===== src/rtl/or_dec_pkg.sv =====
package or_dec_pkg;

   localparam int IMM_W = 64;

   typedef enum logic [1:0] {
      SZ8  = 2'd0,
      SZ16 = 2'd1,
      SZ32 = 2'd2,
      SZ64 = 2'd3
   } opsz_e;

   typedef enum logic [2:0] {
      ST_PFX   = 3'd0,
      ST_MODRM = 3'd1,
      ST_SIB   = 3'd2,
      ST_DISP  = 3'd3,
      ST_IMM   = 3'd4
   } dstate_e;

   typedef enum logic [2:0] {
      OC_NONE     = 3'd0,
      OC_ACC      = 3'd1,
      OC_GRP      = 3'd2,
      OC_RM_DEST  = 3'd3,
      OC_REG_DEST = 3'd4
   } opcls_e;

   typedef enum logic [1:0] {
      IK_NONE  = 2'd0,
      IK_BYTE  = 2'd1,
      IK_FULL  = 2'd2,
      IK_SBYTE = 2'd3
   } immk_e;

   typedef struct packed {
      logic   known;
      opcls_e cls;
      logic   wide;
      immk_e  immk;
   } opinfo_t;

endpackage


===== src/rtl/or_dec_opclass.sv =====
module or_dec_opclass
   import or_dec_pkg::*;
(
   input  logic [7:0] op_byte,
   output opinfo_t    info
);

   always_comb begin
      info = '{known: 1'b0, cls: OC_NONE, wide: 1'b0, immk: IK_NONE};
      unique case (op_byte)
         8'h08: info = '{known: 1'b1, cls: OC_RM_DEST,  wide: 1'b0, immk: IK_NONE};
         8'h09: info = '{known: 1'b1, cls: OC_RM_DEST,  wide: 1'b1, immk: IK_NONE};
         8'h0A: info = '{known: 1'b1, cls: OC_REG_DEST, wide: 1'b0, immk: IK_NONE};
         8'h0B: info = '{known: 1'b1, cls: OC_REG_DEST, wide: 1'b1, immk: IK_NONE};
         8'h0C: info = '{known: 1'b1, cls: OC_ACC,      wide: 1'b0, immk: IK_BYTE};
         8'h0D: info = '{known: 1'b1, cls: OC_ACC,      wide: 1'b1, immk: IK_FULL};
         8'h80: info = '{known: 1'b1, cls: OC_GRP,      wide: 1'b0, immk: IK_BYTE};
         8'h81: info = '{known: 1'b1, cls: OC_GRP,      wide: 1'b1, immk: IK_FULL};
         8'h83: info = '{known: 1'b1, cls: OC_GRP,      wide: 1'b1, immk: IK_SBYTE};
         default: ;
      endcase
   end

endmodule


===== src/rtl/or_dec_addr_len.sv =====
module or_dec_addr_len (
   input  logic [7:0] modrm_byte,
   input  logic [7:0] sib_byte,
   input  logic [1:0] held_mod,
   output logic       need_sib,
   output logic [2:0] disp_n,
   output logic [2:0] sib_disp_n
);

   logic [1:0] mod_f;
   logic [2:0] rm_f;

   assign mod_f = modrm_byte[7:6];
   assign rm_f  = modrm_byte[2:0];

   assign need_sib = (mod_f != 2'b11) && (rm_f == 3'd4);

   always_comb begin
      unique case (mod_f)
         2'b01:   disp_n = 3'd1;
         2'b10:   disp_n = 3'd4;
         2'b00:   disp_n = (rm_f == 3'd5) ? 3'd4 : 3'd0;
         default: disp_n = 3'd0;
      endcase
   end

   // base field 5 without a mod displacement means a 32-bit displacement
   assign sib_disp_n = ((held_mod == 2'b00) && (sib_byte[2:0] == 3'd5)) ? 3'd4 : 3'd0;

endmodule


===== src/rtl/or_dec_imm_ext.sv =====
module or_dec_imm_ext
   import or_dec_pkg::*;
(
   input  logic [31:0]      raw,
   input  immk_e            kind,
   input  opsz_e            sz,
   output logic [IMM_W-1:0] ext,
   output logic [2:0]       n_bytes
);

   logic [IMM_W-1:0] widened;
   logic [IMM_W-1:0] size_mask;

   always_comb begin
      unique case (kind)
         IK_BYTE:  n_bytes = 3'd1;
         IK_SBYTE: n_bytes = 3'd1;
         IK_FULL:  n_bytes = (sz == SZ16) ? 3'd2 : 3'd4;
         default:  n_bytes = 3'd0;
      endcase
   end

   always_comb begin
      unique case (kind)
         IK_BYTE:  widened = {{(IMM_W-8){1'b0}}, raw[7:0]};
         IK_SBYTE: widened = {{(IMM_W-8){raw[7]}}, raw[7:0]};
         IK_FULL:  widened = {{(IMM_W-32){raw[31]}}, raw};
         default:  widened = '0;
      endcase
   end

   always_comb begin
      unique case (sz)
         SZ8:     size_mask = {{(IMM_W-8){1'b0}},  {8{1'b1}}};
         SZ16:    size_mask = {{(IMM_W-16){1'b0}}, {16{1'b1}}};
         SZ32:    size_mask = {{(IMM_W-32){1'b0}}, {32{1'b1}}};
         default: size_mask = {IMM_W{1'b1}};
      endcase
   end

   assign ext = widened & size_mask;

endmodule


===== src/rtl/or_insn_decoder.sv =====
module or_insn_decoder
   import or_dec_pkg::*;
#(
   parameter int LEN_W   = 4,
   parameter int USE_REX = 1
) (
   input  logic             clk,
   input  logic             rst_n,
   input  logic             in_valid,
   input  logic [7:0]       in_byte,
   output logic             out_valid,
   output logic [1:0]       out_size,
   output logic             out_to_reg,
   output logic             out_dst_mem,
   output logic [3:0]       out_reg_idx,
   output logic [3:0]       out_rm_idx,
   output logic [63:0]      out_imm,
   output logic [LEN_W-1:0] out_len,
   output logic             out_ud_fault,
   output logic             out_unsupported
);

   localparam logic [LEN_W-1:0] LEN_ONE = LEN_W'(1);

   generate
      if (LEN_W < 4) begin : g_len_chk
         $error("or_insn_decoder: LEN_W must be at least 4");
      end
      if (IMM_W != 64) begin : g_imm_chk
         $error("or_insn_decoder: immediate width must be 64");
      end
   endgenerate

   // ---------------- state ----------------
   dstate_e          st_q, st_d;
   logic [LEN_W-1:0] len_q, len_d;
   logic             osz16_q, osz16_d;
   logic             lock_q, lock_d;
   logic             rex_vld_q, rex_vld_d;
   logic [2:0]       rex_q, rex_d;      // {W, R, B}
   opcls_e           cls_q, cls_d;
   immk_e            immk_q, immk_d;
   opsz_e            sz_q, sz_d;
   logic             rexr_q, rexr_d;
   logic             rexb_q, rexb_d;
   logic [7:0]       modrm_q, modrm_d;
   logic [2:0]       disp_q, disp_d;
   logic [2:0]       imm_q, imm_d;
   logic [1:0]       idx_q, idx_d;
   logic [31:0]      raw_q, raw_d;

   // ---------------- byte classification ----------------
   logic is_rex;
   generate
      if (USE_REX != 0) begin : g_rex
         assign is_rex = (in_byte[7:4] == 4'h4);
      end else begin : g_norex
         assign is_rex = 1'b0;
      end
   endgenerate

   opinfo_t op_info;
   or_dec_opclass u_cls (
      .op_byte (in_byte),
      .info    (op_info)
   );

   opsz_e op_sz;
   always_comb begin
      if (!op_info.wide)                op_sz = SZ8;
      else if (rex_vld_q && rex_q[2])   op_sz = SZ64;
      else if (osz16_q)                 op_sz = SZ16;
      else                              op_sz = SZ32;
   end

   logic       need_sib;
   logic [2:0] disp_n;
   logic [2:0] sib_disp_n;
   or_dec_addr_len u_addr (
      .modrm_byte (in_byte),
      .sib_byte   (in_byte),
      .held_mod   (modrm_q[7:6]),
      .need_sib   (need_sib),
      .disp_n     (disp_n),
      .sib_disp_n (sib_disp_n)
   );

   logic [31:0] raw_now;
   assign raw_now = raw_q | ({24'd0, in_byte} << {idx_q, 3'b000});

   immk_e      kind_sel;
   opsz_e      sz_sel;
   logic [63:0] imm_ext;
   logic [2:0]  imm_n;
   assign kind_sel = (st_q == ST_PFX) ? op_info.immk : immk_q;
   assign sz_sel   = (st_q == ST_PFX) ? op_sz : sz_q;

   or_dec_imm_ext u_imm (
      .raw     (raw_now),
      .kind    (kind_sel),
      .sz      (sz_sel),
      .ext     (imm_ext),
      .n_bytes (imm_n)
   );

   // ---------------- record fields ----------------
   logic [7:0] modrm_eff;
   logic       f_reg_mod;
   logic       f_dst_mem;
   logic       f_to_reg;
   logic [3:0] f_reg_idx;
   logic [3:0] f_rm_idx;
   logic       f_ud;

   assign modrm_eff = (st_q == ST_MODRM) ? in_byte : modrm_q;
   assign f_reg_mod = (modrm_eff[7:6] == 2'b11);
   assign f_dst_mem = ((cls_q == OC_RM_DEST) || (cls_q == OC_GRP)) && !f_reg_mod;
   assign f_to_reg  = (cls_q == OC_REG_DEST);
   assign f_reg_idx = (cls_q == OC_ACC) ? 4'd0 : {rexr_q, modrm_eff[5:3]};
   assign f_rm_idx  = ((cls_q != OC_ACC) && f_reg_mod) ? {rexb_q, modrm_eff[2:0]} : 4'd0;
   assign f_ud      = lock_q && !f_dst_mem;

   // ---------------- next state ----------------
   logic emit;
   logic emit_unsup;

   always_comb begin
      st_d      = st_q;
      len_d     = len_q;
      osz16_d   = osz16_q;
      lock_d    = lock_q;
      rex_vld_d = rex_vld_q;
      rex_d     = rex_q;
      cls_d     = cls_q;
      immk_d    = immk_q;
      sz_d      = sz_q;
      rexr_d    = rexr_q;
      rexb_d    = rexb_q;
      modrm_d   = modrm_q;
      disp_d    = disp_q;
      imm_d     = imm_q;
      idx_d     = idx_q;
      raw_d     = raw_q;
      emit      = 1'b0;
      emit_unsup = 1'b0;

      if (in_valid) begin
         len_d = len_q + LEN_ONE;
         unique case (st_q)
            ST_PFX: begin
               if (in_byte == 8'h66) begin
                  osz16_d   = 1'b1;
                  rex_vld_d = 1'b0;
               end else if (in_byte == 8'hF0) begin
                  lock_d    = 1'b1;
                  rex_vld_d = 1'b0;
               end else if (is_rex) begin
                  rex_d     = {in_byte[3], in_byte[2], in_byte[0]};
                  rex_vld_d = 1'b1;
               end else if (!op_info.known) begin
                  emit       = 1'b1;
                  emit_unsup = 1'b1;
               end else begin
                  cls_d  = op_info.cls;
                  immk_d = op_info.immk;
                  sz_d   = op_sz;
                  rexr_d = rex_vld_q && rex_q[1];
                  rexb_d = rex_vld_q && rex_q[0];
                  imm_d  = imm_n;
                  idx_d  = 2'd0;
                  raw_d  = 32'd0;
                  disp_d = 3'd0;
                  st_d   = (op_info.cls == OC_ACC) ? ST_IMM : ST_MODRM;
               end
            end
            ST_MODRM: begin
               modrm_d = in_byte;
               if ((cls_q == OC_GRP) && (in_byte[5:3] != 3'd1)) begin
                  emit       = 1'b1;
                  emit_unsup = 1'b1;
               end else begin
                  disp_d = disp_n;
                  if (need_sib)           st_d = ST_SIB;
                  else if (disp_n != 3'd0) st_d = ST_DISP;
                  else if (imm_q != 3'd0)  st_d = ST_IMM;
                  else                     emit = 1'b1;
               end
            end
            ST_SIB: begin
               disp_d = disp_q + sib_disp_n;
               if ((disp_q + sib_disp_n) != 3'd0) st_d = ST_DISP;
               else if (imm_q != 3'd0)             st_d = ST_IMM;
               else                                emit = 1'b1;
            end
            ST_DISP: begin
               disp_d = disp_q - 3'd1;
               if (disp_q == 3'd1) begin
                  if (imm_q != 3'd0) st_d = ST_IMM;
                  else               emit = 1'b1;
               end
            end
            ST_IMM: begin
               raw_d = raw_now;
               idx_d = idx_q + 2'd1;
               imm_d = imm_q - 3'd1;
               if (imm_q == 3'd1) emit = 1'b1;
            end
            default: st_d = ST_PFX;
         endcase

         if (emit) begin
            st_d      = ST_PFX;
            len_d     = '0;
            osz16_d   = 1'b0;
            lock_d    = 1'b0;
            rex_vld_d = 1'b0;
         end
      end
   end

   always_ff @(posedge clk or negedge rst_n) begin
      if (!rst_n) begin
         st_q      <= ST_PFX;
         len_q     <= '0;
         osz16_q   <= 1'b0;
         lock_q    <= 1'b0;
         rex_vld_q <= 1'b0;
         rex_q     <= '0;
         cls_q     <= OC_NONE;
         immk_q    <= IK_NONE;
         sz_q      <= SZ8;
         rexr_q    <= 1'b0;
         rexb_q    <= 1'b0;
         modrm_q   <= '0;
         disp_q    <= '0;
         imm_q     <= '0;
         idx_q     <= '0;
         raw_q     <= '0;
      end else begin
         st_q      <= st_d;
         len_q     <= len_d;
         osz16_q   <= osz16_d;
         lock_q    <= lock_d;
         rex_vld_q <= rex_vld_d;
         rex_q     <= rex_d;
         cls_q     <= cls_d;
         immk_q    <= immk_d;
         sz_q      <= sz_d;
         rexr_q    <= rexr_d;
         rexb_q    <= rexb_d;
         modrm_q   <= modrm_d;
         disp_q    <= disp_d;
         imm_q     <= imm_d;
         idx_q     <= idx_d;
         raw_q     <= raw_d;
      end
   end

   // ---------------- registered record ----------------
   always_ff @(posedge clk or negedge rst_n) begin
      if (!rst_n) begin
         out_valid       <= 1'b0;
         out_size        <= '0;
         out_to_reg      <= 1'b0;
         out_dst_mem     <= 1'b0;
         out_reg_idx     <= '0;
         out_rm_idx      <= '0;
         out_imm         <= '0;
         out_len         <= '0;
         out_ud_fault    <= 1'b0;
         out_unsupported <= 1'b0;
      end else begin
         out_valid <= emit;
         if (emit) begin
            out_len         <= len_q + LEN_ONE;
            out_unsupported <= emit_unsup;
            if (emit_unsup) begin
               out_size     <= '0;
               out_to_reg   <= 1'b0;
               out_dst_mem  <= 1'b0;
               out_reg_idx  <= '0;
               out_rm_idx   <= '0;
               out_imm      <= '0;
               out_ud_fault <= 1'b0;
            end else begin
               out_size     <= sz_q;
               out_to_reg   <= f_to_reg;
               out_dst_mem  <= f_dst_mem;
               out_reg_idx  <= f_reg_idx;
               out_rm_idx   <= f_rm_idx;
               out_imm      <= (st_q == ST_IMM) ? imm_ext : 64'd0;
               out_ud_fault <= f_ud;
            end
         end
      end
   end

endmodule


===== config.mk =====
export PLATFORM = sky130hd
export DESIGN_NAME = or_insn_decoder
export DESIGN_NICKNAME = d
export VERILOG_FILES = /design/src/rtl/or_dec_pkg.sv /design/src/rtl/or_dec_opclass.sv /design/src/rtl/or_dec_addr_len.sv /design/src/rtl/or_dec_imm_ext.sv /design/src/rtl/or_insn_decoder.sv
export SDC_FILE = /design/constraint.sdc
export NUM_CORES = 1
export LEC_CHECK = 0
export BUFFER_PORTS_ARGS = -buffer_cell sky130_fd_sc_hd__buf_2
export CORE_MARGIN = 4
export CORE_UTILIZATION = 39
export CTS_BUF_LIST = sky130_fd_sc_hd__clkbuf_16
export DETAILED_ROUTE_END_ITERATION = 6
export SETUP_SLACK_MARGIN = 0.4
export SLEW_MARGIN = 5
export SYNTH_ARGS = -nofsm -noshare
export SYNTH_HDL_FRONTEND = slang
export SYNTH_SLANG_ARGS = --single-unit
export TNS_END_PERCENT = 1

===== constraint.sdc =====
create_clock -name clk -period 5.5 [get_ports clk]
set_input_delay 1.65 -clock clk [delete_from_list [all_inputs] [get_ports clk]]
set_output_delay 1.65 -clock clk [all_outputs]
set_load 0.02 [all_outputs]

==> impl_results.md, run 1 <==
- Outcome: completed
- Fin util: 0.460
- Largest net degree at the start of global routing: 75
- Top_reg_cell synth: dfrtp_1
- Critical Path AT: roughly 4200 ps
- Gpl congestion: roughly 0.93
- Setup TNS: 0 ps
- Min Tclk post-route: roughly 4000 ps
- PostCTS Resize Cnt: 0
- Leak: 3.68 nW
- Total Wirelength: 18.0 mm
- Most frequent cells in the layout: dfrtp_1 (122), buf_2 (92), a21oi_1 (56)
- Sequential-to-total area share from yosys stat: 0.486
- Num Clock Sinks: 122
- Place WS: between 1000 and 1500 ps
- Routed Antenna Nets: 0
- Number of CTS-inserted buffers: 17
- Core Footprint: 0.0158 mm^2
- Switch Pwr: between 0.0006 and 0.0007 W
- Residual DRC count: 0
- Routed vias: just over 5000
- Yosys Warn Count: 0
- First-pass DRT Iterations: 5
- Final Cycle Share: 0.714
- Int Power: about 0.0019 W
- Post-CTS Hold Fix Bufs: 0
- Syn_nets: between 600 and 700
- Fillers: approximately 1500
- Combinational Power Share: 0.133
- Max Fclk: 255 MHz
- Ports: 94
- Initial Utilization: 0.397
- Final slew viol count: 0
- Die H: 135 um
- Startpoint Class: input port
- Most common cell after layout, fill and taps aside: dfrtp_1
- Setup ws final: ~1600 ps
- Clk root buf: clkbuf_16
- Final Hold Fails: 0
- Initial antenna violation count: 0
- GRT overflow: 0
- # diodes: 0
- Die area: 0.0182 mm^2
- Max cap viols: 0
- Post-CTS Setup Inserts: 0
- Synth Cell Area: roughly 0.0063 mm^2
- Final net count: slightly below 700
- GRT Overall Usage: 0.201
- DRT iter0 DRCs: about 420
- Peak VDD IR: ~0.24 mV
- Vias per cell: around 5.7
- Async S/R FF share, synth: 1.00
- Distinct cells, synth: 69
- Layout area overhead: 16.0%
- WL per Instance: approximately 20 um
- #FFs+latches synth: 122
- Fraction of power consumed by sequential logic: 0.414
- Reg with most FFs: out_imm
- Max reg flops: 33
- Worst EP required: approximately 5800 ps
- Critical Path Fanout Max: 40
- Endpoint class of the critical path: flip-flop
- Max transition margin: 0.339
- Clock Skew: between 8 and 9 ps
- First-pass GRT wire length: ~28 mm
- Die span in x: around 130 um
- Clock Pin Slew Worst Setup and Hold Paths: around 50 ps
- HP Class: flip-flop to flip-flop
- Cell Pwr Density: 356 mW/mm^2
- Layout cells sized above 1: 0.256
- CTS Buffer Depth: 2
- Worst-Margin Slew: 992 ps
- Switching fraction of total power: 0.269
- Worst skew pair latency: roughly 420 ps
- Syn Inst Count: 623
- IO buf count: 93
- Vias in the first global route: approximately 5100
- Setup Viol. Count Final: 0
- Average size of a mapped cell: between 10 and 15 um^2
- H-Tree Depth: 4
- Site row count: between 40 and 50
- Largest regs: out_imm (33), raw_q (32), modrm_q (8)
- CTS tree: yes
- DP HPWL: 12.4 mm
- Unrepaired setup endpoints after global routing: no
- EDFF count, synth: 0
- Power share of the clock group: 0.453
- Setup CP Type: input port to flip-flop
## logic make-up (layout without fill, tap and decap cells)
| family | Yosys count | after routing | synth area share |
|---|---|---|---|
| AOI/OAI and AO/OA | 197 | 197 | 0.222 |
| and+or+nand+nor | 180 | 180 | 0.151 |
| DFF | 122 | 122 | 0.486 |
| buffers and inverters | 90 | 147 | 0.0763 |
| muxes | 25 | 25 | 0.0480 |
| adders and majority gates | 7 | 7 | 0.0140 |
| xor gates and xnor gates | 2 | 2 | 0.00279 |
## critical path, stage by stage
cell and delay [ps]:
buf_2 330, nor3b_1 150, nor4_1 440, nand2_1 450, inv_1 250, nor3_4 60
buf_4 290, o41ai_1 560
## per-stage QoR
step / power, W / cell area (um^2) / hold WS, ps / cells
after floorplan: 0.00130 / 6280 / 450 / 623
after global placement: 0.00142 / 6660 / 472 / 864
after detailed placement: 0.00143 / 6660 / 471 / 864
after CTS: 0.00261 / 7280 / 483 / 896
after global routing: 0.00270 / 7280 / 511 / 896
final: 0.00259 / 7280 / 480 / 896
## final cells by class
type | instances | area (um^2) | share of cell area
multi-input cells | 411 | 2750 | 0.378
well taps | 216 | 270 | 0.0371
inverters | 14 | 52.6 | 0.00722
clock buffers | 17 | 425 | 0.0584
flip-flops and latches | 122 | 3050 | 0.419
clock inverters | 15 | 199 | 0.0273
repair buffers | 101 | 528 | 0.0725
## cells in the mapped netlist (2+ instances only)
| cell type | instances | area, um^2 |
|---|---|---|
| nor3b_1 | 5 | 37.5 |
| mux2i_1 | 2 | 20.0 |
| nor2b_1 | 8 | 50.1 |
| o41ai_1 | 2 | 17.5 |
| a21o_1 | 3 | 22.5 |
| a21boi_0 | 2 | 15.0 |
| a31oi_1 | 6 | 37.5 |
| xnor2_1 | 2 | 17.5 |
| a22o_1 | 18 | 158 |
| clkbuf_1 | 30 | 113 |
| nor3_1 | 8 | 40.0 |
| nand2b_1 | 8 | 50.1 |
| or3_1 | 6 | 37.5 |
| a31o_2 | 4 | 35.0 |
| nand4bb_1 | 2 | 22.5 |
| buf_4 | 32 | 240 |
| o211ai_1 | 3 | 22.5 |
| buf_1 | 2 | 7.51 |
| mux2_2 | 17 | 191 |
| nor4b_1 | 2 | 17.5 |
| a41oi_1 | 2 | 17.5 |
| o31ai_1 | 19 | 143 |
| nor3_4 | 2 | 32.5 |
| nor4_1 | 3 | 18.8 |
| a21oi_1 | 56 | 280 |
| inv_1 | 12 | 45.0 |
| and3_1 | 6 | 37.5 |
| a32o_1 | 10 | 100 |
| a22oi_1 | 4 | 30.0 |
| or2_2 | 2 | 12.5 |
| nor2_1 | 48 | 180 |
| nand3_1 | 10 | 50.1 |
| a211o_1 | 26 | 228 |
| o21ai_0 | 26 | 130 |
| nand2_1 | 44 | 165 |
| buf_2 | 10 | 50.1 |
| dfrtp_1 | 122 | 3050 |
| nand4_1 | 15 | 93.8 |
| mux2_4 | 6 | 90.1 |
| ha_1 | 7 | 87.6 |
| and2_1 | 2 | 12.5 |
| o21a_1 | 2 | 15.0 |
## path summary, 6_finish.rpt
check                      slack, ps                       to  cells past startpoint            startpoint
setup reg to reg                2060  out_dst_mem$_DFFE_PN0P_                      7   st_q[0]$_DFFE_PN0P_
hold / removal                   480     imm_q[1]$_DFFE_PN0P_                      2  imm_q[1]$_DFFE_PN0P_
min in group asynchronous       1370   out_imm[4]$_DFFE_PN0P_                      1                 rst_n
setup / recovery                1570  out_dst_mem$_DFFE_PN0P_                      8            in_byte[4]
max in group asynchronous       3150    raw_q[10]$_DFFE_PN0P_                      2                 rst_n
hold reg to reg                  480     imm_q[1]$_DFFE_PN0P_                      2  imm_q[1]$_DFFE_PN0P_
## power groups by stage
stage | Sequential, W | Clock (W) | Combinational (W)
after floorplan | 0.00109 | 0 | 0.000208
after global routing | 0.00109 | 0.00124 | 0.000382
after global placement | 0.00108 | 0 | 0.000339
after CTS | 0.00107 | 0.00119 | 0.000349
after detailed placement | 0.00109 | 0 | 0.000347
final | 0.00107 | 0.00117 | 0.000345
## routing by layer
layer / up-vias / routed length [um] / part of all wire / GRT usage
li1: 2342 / - / - / -
met5: - / 0 / 0 / 0
met4: 0 / 461 / 0.026 / 0.0735
met2: 185 / 8510 / 0.47 / 0.313
met3: 30 / 1020 / 0.057 / 0.0443
met1: 2562 / 7960 / 0.44 / 0.278
Power figures use the tool's default switching activity.
==> run 2, diff against run 1 <==
Clock period 5.5 ns to 3.9 ns, I/O delays scaled along.
==> run 2 against run 1 <==
Worst setup slack got worse by 990 ps; largest power group is now registers; critical path depth unchanged; first-iteration DRC count increased by 3.1%.
==> impl_results.md, run 2 (synthesis gave the netlist of run 1 again) <==
- Max stage delay cell, worst path: or3b_1
- Critical path's top delay family: simple AND/OR/NAND/NOR gates
- Critical Path AT: around 3600 ps
- Clock Pin Slew Worst Setup and Hold Paths: 50 ps
- Gpl congestion: 0.929
- Max incr delay on CP: between 400 and 500 ps
- Die span in x: 135 um
- HP Start: imm_q[1]$_DFFE_PN0P_
- Critical Path Fanout Max: 27
- Worst reg2reg endpoint: out_len[3]$_DFFE_PN0P_
- HP Class: flip-flop to flip-flop
- Final Hold Fails: 0
- Peak VDD IR: between 0.2 and 0.3 mV
- Min Tclk post-route: 3320 ps
- Endpoint class of the critical path: flip-flop
- Cell Chain, Critical Path: buf_2 -> or3b_1 -> a211oi_2 -> or3_4 -> nor2_1 -> nor3_4 -> buf_4 -> mux2_2
- Cell count after placement: approximately 890
- Post-CTS Hold Fix Bufs: 0
- Largest net degree at the start of global routing: 50
- Clk root buf: clkbuf_16
- Worst Setup EP: out_len[1]$_DFFE_PN0P_
- GRT overflow: 0
- Stages on worst setup path: 8
- First-pass DRT Iterations: 5
- Ports: 94
- Max transition margin: 0.363
- Final slew viol count: 0
- H-Tree Depth: 4
- Setup crit start: in_byte[7]
- Setup Viol. Count Final: 0
- Worst skew pair latency: ~420 ps
- CTS tree: yes
- PostCTS Resize Cnt: 0
- Hold WS: approximately 470 ps
- CTS Buffer Depth: 2
- Unrepaired setup endpoints after global routing: no
- Post-CTS Setup Inserts: 0
- Worst-Margin Slew: 945 ps
- DRT iter0 DRCs: 429
- Most common cell after layout, fill and taps aside: dfrtp_1
- Routed Antenna Nets: 0
- First-pass GRT wire length: about 28 mm
- DP HPWL: 12.8 mm
- Die area: between 0.015 and 0.02 mm^2
- Setup TNS: 0 ps
- Startpoint Class: input port
- Most frequent cells in the layout: dfrtp_1 (122), buf_2 (92), a21oi_1 (56)
- GRT Overall Usage: 0.200
- Routed vias: about 5300
- Reg with most FFs: out_imm
- Max cap viols: 0
- Pwr Total: about 0.0034 W
- Final Cycle Share: 0.850
- Max Fclk: slightly above 300 MHz
- Residual DRC count: 0
- Layout area overhead: 17.3%
- Layout cells sized above 1: 0.270
- Worst R2R Start: st_q[2]$_DFFE_PN0P_
- Worst R2R Setup Slack: about 1100 ps
- Die H: 135 um
- Total Wirelength: 17.9 mm
- Worst EP required: 4200 ps
- Setup CP Type: input port to flip-flop
- Leak: around 3.8 nW
- Number of CTS-inserted buffers: 17
- Outcome: completed
- Clock Skew: around 8.3 ps
- Num Clock Sinks: ~120
- Max reg flops: 33
- Initial antenna violation count: 0
- Cell Pwr Density: 463 mW/mm^2
- Non-Filler Instances: 916
- WL per Instance: 19.5 um
- Fin util: 0.465
- Initial Utilization: 0.397
- Vias per cell: around 5.7
- IO buf count: 93
- Site row count: between 40 and 50
- Core Footprint: 0.0158 mm^2
- R2R depth: 7
- Buf/Inv on CP: 2
- Vias in the first global route: about 5100
- Final net count: just over 700
- Largest regs: out_imm (33), raw_q (32), modrm_q (8)
- # diodes: 0
-- run 2: changes by cell type in the layout (fill, tap and decap cells not counted), sizes merged --
| cell | delta |
|---|---|
| clkinv | +1 |
| clkinvlp | -2 |
| bufinv | -3 |
| buf | +22 |
| inv | +2 |
-- run 2: per-layer routing --
| metal | global-route usage | part of all wire | vias to the layer above |
|---|---|---|---|
| li1 | - | - | 2386 |
| met4 | 0.0769 | 0.028 | 0 |
| met3 | 0.0548 | 0.072 | 35 |
| met2 | 0.315 | 0.47 | 196 |
| met1 | 0.264 | 0.43 | 2635 |
| met5 | 0 | 0 | - |
-- run 2: how the worst min path moves through the flow --
stage / end / cells after the start
after floorplan: imm_q[1]$_DFFE_PN0P_ / 2
after global placement: imm_q[1]$_DFFE_PN0P_ / 2
after detailed placement: out_unsupported$_DFFE_PN0P_ / 1
after CTS: imm_q[1]$_DFFE_PN0P_ / 2
after global routing: out_unsupported$_DFFE_PN0P_ / 1
final: imm_q[1]$_DFFE_PN0P_ / 2
-- run 2: worst register-to-register path, stage by stage, from the launching register on --
cell,delay (ps)
dfrtp_1,570
or3b_4,580
nor4_1,500
nand2_1,130
inv_1,140
nor3_4,60
inv_2,300
mux2_2,390
-- run 2: power by group --
group	switching, W	internal (W)	total, W
clock	0.000536	0.000847	0.00138
combinational	0.000303	0.000207	0.000509
sequential	0.0000995	0.00142	0.00152
-- run 2: final cells by class --
cell class	instances	area, um^2
Sequential cell	122	3050
Clock inverter	13	91.3
Tap cell	216	270
Multi-Input combinational cell	411	2750
Inverter	14	52.6
Clock buffer	17	425
Fill cell	1528	8460
Timing Repair Buffer	123	718
-- run 2: per-stage QoR --
step                cell area [um^2]  setup WS (ps)
floorplan                       6280            698
detailed placement              6850            176
CTS                             7360            612
global route                    7360            472
finish                          7360            585
global placement                6850            279
==> run 3, diff against run 2 <==
Settings changed: CTS_CLUSTER_SIZE set to 12.
Clock period 3.9 ns to 4.3 ns, I/O delays scaled along.
==> run 3 against run 2 <==
Total power hardly changed; via count is 2.5% lower; clock-buffer cell count stayed put; clock skew is 1.1 ps lower; critical path depth is 1 higher; die area stayed put; hold slack better by 17 ps.
==> impl_results.md, run 3 (synthesis gave the netlist of run 1 again) <==
- Residual DRC count: 0
- Final Cycle Share: 0.807
- Setup Viol. Count Final: 0
- Unrepaired setup endpoints after global routing: no
- Clk root buf: clkbuf_16
- Leak: roughly 3.8 nW
- R2R depth: 7
- Layout cells sized above 1: 0.261
- WL per Instance: about 20 um
- Routed vias: roughly 5000
- Vias per cell: between 5 and 6
- Min Tclk post-route: 3470 ps
- Max cap viols: 0
- Final instance area: 0.00740 mm^2
- Outcome: completed
- Die span in x: 135 um
- Max transition margin: 0.346
- Cell Chain, Critical Path: buf_2 -> or3b_1 -> a211oi_2 -> or3_4 -> nor2_1 -> nor3_4 -> buf_4 -> buf_4 -> a22o_1
- Largest regs: out_imm (33), raw_q (32), modrm_q (8)
- Final slew viol count: 0
- Pwr Total: ~0.0034 W
- Reg with most FFs: out_imm
- Post-CTS Setup Inserts: 0
- Setup TNS: 0 ps
- GRT Overall Usage: 0.202
- Cell Pwr Density: 461 mW/mm^2
- # diodes: 0
- Setup CP Type: input port to flip-flop
- Max incr delay on CP: roughly 470 ps
- Ports: between 90 and 100
- Worst skew pair latency: approximately 420 ps
- Worst-Margin Slew: just under 1000 ps
- Total Wirelength: between 15 and 20 mm
- Post-CTS Hold Fix Bufs: 0
- Core Footprint: 0.0158 mm^2
- Most frequent cells in the layout: dfrtp_1 (122), buf_2 (92), a21oi_1 (56)
- CTS tree: yes
- DRT iter0 DRCs: ~330
- CTS Buffer Depth: 2
- Fraction of power consumed by sequential logic: 0.402
- Final net count: a little under 700
- Power share of the clock group: 0.466
- Gpl congestion: between 0.8 and 0.9
- Routed Antenna Nets: 0
- Largest net degree at the start of global routing: 55
- Non-Filler Instances: 906
- Layout area overhead: 17.8%
- Max Fclk: between 200 and 300 MHz
- Endpoint class of the critical path: flip-flop
- H-Tree Depth: 4
- Die H: between 100 and 150 um
- Site row count: 46
- Buf/Inv on CP: 3
- Die area: approximately 0.018 mm^2
- Cell count after placement: around 870
- Startpoint Class: input port
- Max reg flops: 33
- Switching fraction of total power: 0.256
- DP HPWL: between 10 and 15 mm
- First-pass GRT wire length: around 29 mm
- Critical path's top delay family: simple AND/OR/NAND/NOR gates
- Num Clock Sinks: 122
- Placed instance area: between 0.006 and 0.007 mm^2
- First-pass DRT Iterations: 5
- Int Power: between 0.002 and 0.003 W
- Clock Skew: 7.28 ps
- Peak VDD IR: around 0.24 mV
- Place WS: 428 ps
- Hold depth: 1
- GRT overflow: 0
- Worst R2R Setup Slack: ~1400 ps
- Critical Path Fanout Max: 24
- Max stage delay cell, worst path: or3b_1
- Combinational Power Share: 0.132
- Final Hold Fails: 0
- Most common cell after layout, fill and taps aside: dfrtp_1
- Clock Pin Slew Worst Setup and Hold Paths: roughly 50 ps
- Stages on worst setup path: 9
- IO buf count: a little over 90
- HP Class: flip-flop to flip-flop
- Vias in the first global route: around 5100
- PostCTS Resize Cnt: 0
- Crit-path most repeated cell: buf_4
- Initial antenna violation count: 0
- Setup ws final: 829 ps
- Initial Utilization: 0.397
- Worst EP required: 4660 ps
- Switch Pwr: roughly 0.00087 W
- Critical Path AT: 3830 ps
- Number of CTS-inserted buffers: 17
==> run 3: metal layers <==
| metal | wire length [um] | GRT usage | vias up |
|---|---|---|---|
| li1 | - | - | 2369 |
| met1 | 7990 | 0.278 | 2519 |
| met2 | 8530 | 0.321 | 198 |
| met3 | 1170 | 0.0473 | 34 |
| met4 | 340 | 0.0594 | 0 |
| met5 | 0 | 0 | - |
==> run 3: path summary, 6_finish.rpt <==
path                                                  start                           to
worst min register to register  out_unsupported$_DFFE_PN0P_  out_unsupported$_DFFE_PN0P_
worst max register to register          st_q[0]$_DFFE_PN0P_       out_to_reg$_DFFE_PN0P_
min in group asynchronous                             rst_n       out_imm[4]$_DFFE_PN0P_
worst min-delay path            out_unsupported$_DFFE_PN0P_  out_unsupported$_DFFE_PN0P_
max in group asynchronous                             rst_n        raw_q[20]$_DFFE_PN0P_
worst max-delay path                             in_byte[7]      out_imm[31]$_DFFE_PN0P_
==> run 3: metrics by stage <==
stage / hold WS, ps / util
floorplan: 450 / -
global placement: 470 / 0.426
detailed placement: 486 / 0.426
CTS: 498 / 0.467
global route: 513 / 0.467
finish: 488 / 0.467
==> run 3: worst reg2reg max path, cell delays in order, from the launching register on <==
cell and delay, ps:
dfrtp_1 620, or3b_4 550, nor4_1 540, nand2_1 140, buf_4 220, o21ai_0 300, nor4b_1 170, mux2_2 300
==> run 3: cell type report <==
type	instances	area (um^2)
Fill cell	1466	8430
Sequential cell	122	3050
Multi-Input combinational cell	411	2750
Timing Repair Buffer	111	616
Clock buffer	17	425
Tap cell	216	270
Clock inverter	15	228
Inverter	14	52.6
==> run 3: power groups by stage <==
stage	clock [W]	sequential, W	combinational (W)
2_1_floorplan	0	0.00140	0.000267
3_3_place_gp	0	0.00138	0.000439
3_5_place_dp	0	0.00139	0.000448
4_1_cts	0.00161	0.00137	0.000451
5_1_grt	0.00167	0.00139	0.000498
6_report	0.00159	0.00137	0.000449
